### src/rtl/sensor_evt_pkg.sv
package sensor_evt_pkg;

  typedef enum logic [1:0] {
    EDGE_OFF  = 2'b00,
    EDGE_RISE = 2'b01,
    EDGE_FALL = 2'b10,
    EDGE_BOTH = 2'b11
  } edge_mode_e;

  localparam int unsigned MIN_SYNC_STAGES = 2;

endpackage

### src/rtl/sensor_evt_sync.sv
module sensor_evt_sync #(
  parameter int unsigned STAGES = 2
) (
  input  logic clk,
  input  logic rst_n,
  input  logic d_async,
  output logic q_sync,
  output logic q_ok
);
  localparam int unsigned LAST = STAGES - 1;

  logic [STAGES-1:0] chain;
  logic [STAGES-1:0] filled;

  // One data flop and one fill marker per stage; the marker tells the
  // detector when the chain holds a real sample rather than reset value.
  generate
    for (genvar i = 0; i < STAGES; i++) begin : g_stage
      if (i == 0) begin : g_first
        always_ff @(posedge clk) begin
          if (!rst_n) begin
            chain[i]  <= 1'b0;
            filled[i] <= 1'b0;
          end else begin
            chain[i]  <= d_async;
            filled[i] <= 1'b1;
          end
        end
      end else begin : g_next
        always_ff @(posedge clk) begin
          if (!rst_n) begin
            chain[i]  <= 1'b0;
            filled[i] <= 1'b0;
          end else begin
            chain[i]  <= chain[i-1];
            filled[i] <= filled[i-1];
          end
        end
      end
    end
  endgenerate

  assign q_sync = chain[LAST];
  assign q_ok   = filled[LAST];

endmodule

### src/rtl/sensor_evt_edge.sv
module sensor_evt_edge
  import sensor_evt_pkg::*;
(
  input  logic       clk,
  input  logic       rst_n,
  input  logic       lvl,
  input  logic       lvl_ok,
  input  edge_mode_e mode,
  output logic       lvl_prev,
  output logic       pulse
);
  logic prev_ok;
  logic rise_seen;
  logic fall_seen;
  logic hit;

  // The previous-level register only arms once it has taken a real sample,
  // so the first value after reset is absorbed without reporting an edge.
  always_ff @(posedge clk) begin
    if (!rst_n) begin
      lvl_prev <= 1'b0;
      prev_ok  <= 1'b0;
    end else if (lvl_ok) begin
      lvl_prev <= lvl;
      prev_ok  <= 1'b1;
    end
  end

  assign rise_seen = prev_ok & lvl_ok &  lvl & ~lvl_prev;
  assign fall_seen = prev_ok & lvl_ok & ~lvl &  lvl_prev;

  always_comb begin
    unique case (mode)
      EDGE_RISE: hit = rise_seen;
      EDGE_FALL: hit = fall_seen;
      EDGE_BOTH: hit = rise_seen | fall_seen;
      default:   hit = 1'b0;
    endcase
  end

  always_ff @(posedge clk) begin
    if (!rst_n) pulse <= 1'b0;
    else        pulse <= hit;
  end

endmodule

### src/rtl/sensor_evt_irq.sv
module sensor_evt_irq
  import sensor_evt_pkg::*;
#(
  parameter int unsigned SYNC_STAGES = 2
) (
  input  logic       clk,
  input  logic       rst_n,
  input  logic       evt_async,
  input  logic [1:0] edge_sel,
  output logic       irq_pulse
);
  localparam int unsigned STAGES_USED =
    (SYNC_STAGES < MIN_SYNC_STAGES) ? MIN_SYNC_STAGES : SYNC_STAGES;

  logic       lvl_sync;
  logic       lvl_ok;
  logic       lvl_prev;
  edge_mode_e mode;

  assign mode = edge_mode_e'(edge_sel);

  sensor_evt_sync #(
    .STAGES (STAGES_USED)
  ) u_sync (
    .clk     (clk),
    .rst_n   (rst_n),
    .d_async (evt_async),
    .q_sync  (lvl_sync),
    .q_ok    (lvl_ok)
  );

  sensor_evt_edge u_edge (
    .clk      (clk),
    .rst_n    (rst_n),
    .lvl      (lvl_sync),
    .lvl_ok   (lvl_ok),
    .mode     (mode),
    .lvl_prev (lvl_prev),
    .pulse    (irq_pulse)
  );

endmodule

### config.mk
export PLATFORM = sky130hd
export DESIGN_NAME = sensor_evt_irq
export DESIGN_NICKNAME = d
export VERILOG_FILES = /design/src/rtl/sensor_evt_pkg.sv /design/src/rtl/sensor_evt_sync.sv /design/src/rtl/sensor_evt_edge.sv /design/src/rtl/sensor_evt_irq.sv
export SDC_FILE = /design/constraint.sdc
export NUM_CORES = 1
export LEC_CHECK = 0
export BUFFER_PORTS_ARGS = -buffer_cell sky130_fd_sc_hd__clkbuf_2
export CAP_MARGIN = 20
export CORE_AREA = 8 8 45 47
export DETAILED_ROUTE_END_ITERATION = 10
export DIE_AREA = 0 0 53 55
export SLEW_MARGIN = 20
export SYNTH_ARGS = -nofsm -noshare
export SYNTH_HDL_FRONTEND = slang
export SYNTH_SLANG_ARGS = --single-unit
### constraint.sdc
create_clock -name clk -period 0.8 [get_ports clk]
set_input_delay 0.16 -clock clk [delete_from_list [all_inputs] [get_ports clk]]
set_output_delay 0.16 -clock clk [all_outputs]
set_load 0.02 [all_outputs]
==> run metrics <==
fin util=21.0%; R2R setup slack=90 ps; Final Hold Fails=0; CTS sink cnt=7; buffer and inverter count on the worst path=1; Clock Path Buffers=2; Worst setup endpoint=irq_pulse; Setup Viol. Count Final=1; clk_lat worst skew=between 200 and 250 ps; total setup buffers inserted after CTS=0; gr usage total=2.96%; critical path's slowest cell=dfxtp_2; Pwr per Cell Area=around 2400 nW/µm²; hold_sp=rst_n; met2 Usage GRT=3.32%; failing checks=setup timing; critical path required time=640 ps; FF-to-FF path depth=2; Setup Crit Path Kind=flop to output pin; Ports=6; Reg2Reg Capture Point=u_edge.lvl_prev; design area=290 µm²; Fillers=150; top cells by area, synth=dfxtp_1 (67%), and2_1 (9.0%), nand3b_1 (7.2%); DIE AREA=slightly below 3000 µm²; Fmax=1.19 GHz; H-tree levels=1; Post-Synth Adder-Cell Area=0%; crit-path cells=buf_8; Tightest Pin Transition=~110 ps; GRT met1 Usage=2.29%; first-pass GRT wire length=552 µm; Die W=roughly 53 µm; area delta synth->final=39.8%; share of cells above drive strength 1=between 30% and 40%; via/cell ratio=3.38; top cell type's share of synthesized area=67.5%; Post-Syn Area=just over 200 µm²; Synth Warn #=0; Slew headroom=~92%; via count=142; syn nets=22; Placed Area=253 µm²; CTS clk-pin slew, worst paths=50 ps; CTS buffer count=3; initial antenna violation count=0; CP endpoint kind=output pin; sequential area share after synthesis=a little under 70%; clk_skew=~1.3 ps; Synth Area in Compound Gates=6.02%; RSZ-0062 raised after global routing=true; GR Util met3=3.48%; syn avg cell area=12.2 µm²; VDD IR-drop max=0.757 mV; FF+latch count, synth=7; fin worst setup slack=-40.4 ps; CP Launch Type=flop; most frequent cells in the layout=dfxtp_1 (6), clkbuf_2 (4), and2_1 (3), clkbuf_4 (3), nand3b_1 (2); num rows=14; crit path max fanout=1; TNS Setup=-40.4 ps; Leakage=0.114 nW; xor and xnor fraction of the mapped netlist area=0%; GR peak layer=met4; worst endpoint data arrival time=680 ps; Starting Density=15.0%; wire per inst=between 7 and 8 µm; largest family of logic cells by synthesized area=simple AND/OR/NAND/NOR gates; Max Slew Vio Count=0; Crit path max-delay family=flip-flops; vias in the first global route=~140; wirelength, routed=325 µm; multiplexer area fraction after synthesis=4.82%; Final Net Count=32; total gr overflow=0; CP startpoint=u_edge.pulse; Min Clock Period, post-route=between 800 and 900 ps; Root Buffer=clkbuf_4; routability cong.=0.647; largest net degree at the start of global routing=8; Synth Area in Simple Gates=21.7%; DRT iter0 DRCs=0; hold crit path type=input pin to flop; MaxCap Viol Count=0; Die H=55 µm; Yosys top cell by area=dfxtp_1; Syn Inst Count=17; commonest non-fill, non-tap cell in the layout=dfxtp_1; reg2reg start=u_sync.q_ok; post-route ant nets=0; Synth cell types=8; CTS tree=yes; run status=finished, violations left; CP peak stage delay=~320 ps; hold_buf cts=0; final period utilization=105%; Pre-antenna DRT Iters=1; DRC viols=0; IO buf count=5; diode count=0; Critical Path Stages=1; total core area=1380 µm²
-- per-layer routing --
| metal | wire, µm | vias up | share of wire (%) |
|---|---|---|---|
| li1 | - | 75 | - |
| met1 | 156 | 62 | 48 |
| met2 | 126 | 5 | 39 |
| met3 | 42 | 0 | 13 |
| met4 | 0 | 0 | 0 |
| met5 | 0 | - | 0 |
-- report_power, final --
group | leakage [nW] | switching (mW) | internal [mW]
combinational | 0.0412 | 0.00889 | 0.0166
clock | 0.0150 | 0.119 | 0.190
sequential | 0.0583 | 0.00665 | 0.364
-- logic make-up (layout without fill, tap and decap cells) --
family / count (synthesis) / count (layout)
compound gates: 2 / 2
buf+inv: 0 / 9
simple gates: 7 / 7
mux: 1 / 1
flops: 7 / 7
-- cell usage after synthesis, drive strengths merged --
library cell  number
nand3              1
nor2b              1
a21oi              1
mux2i              1
and2               3
nand3b             2
o21a               1
dfxtp              7
-- per-stage QoR --
stage,setup slack [ps],std cells,power (mW),hold WS (ps)
after floorplan,126,17,0.388,188
after global placement,102,38,0.402,347
after detailed placement,88.3,38,0.404,356
after CTS,-67.1,42,0.728,93.2
after global routing,-67.5,42,0.748,103
final,-40.4,42,0.705,103
-- state kept, by name (all words and copies together), names as in the netlist --
signal	cells
u_edge.lvl_prev	1
u_edge.prev_ok	1
u_edge.pulse	1
u_sync.chain	1
u_sync.filled	1
u_sync.q_ok	1
u_sync.q_sync	1
-- cell type report --
class	instances	area (µm²)	share of cell area [%]
multi-input combinational	10	67.6	23.3
sequential	7	141	48.7
tap	16	20.0	6.90
timing repair buffer	5	35.0	12.1
clock buffer	4	26.3	9.05
-- worst min-delay path by stage --
stage                            end  slack (ps)  cells after the start
floorplan           u_sync.filled[0]         190                      0
global placement    u_sync.filled[0]         350                      1
detailed placement  u_sync.filled[0]         360                      1
CTS                 u_sync.filled[0]          90                      1
global route        u_sync.filled[0]         100                      1
finish              u_sync.filled[0]         100                      1
-- repair_timing --
item	4_1_cts	5_1_grt
gates resized for setup	3	1
setup endpoints to repair	1	1
hold endpoints to repair	0	0
cloned	0	0
Note: power is estimated with default switching activity, not from simulation.
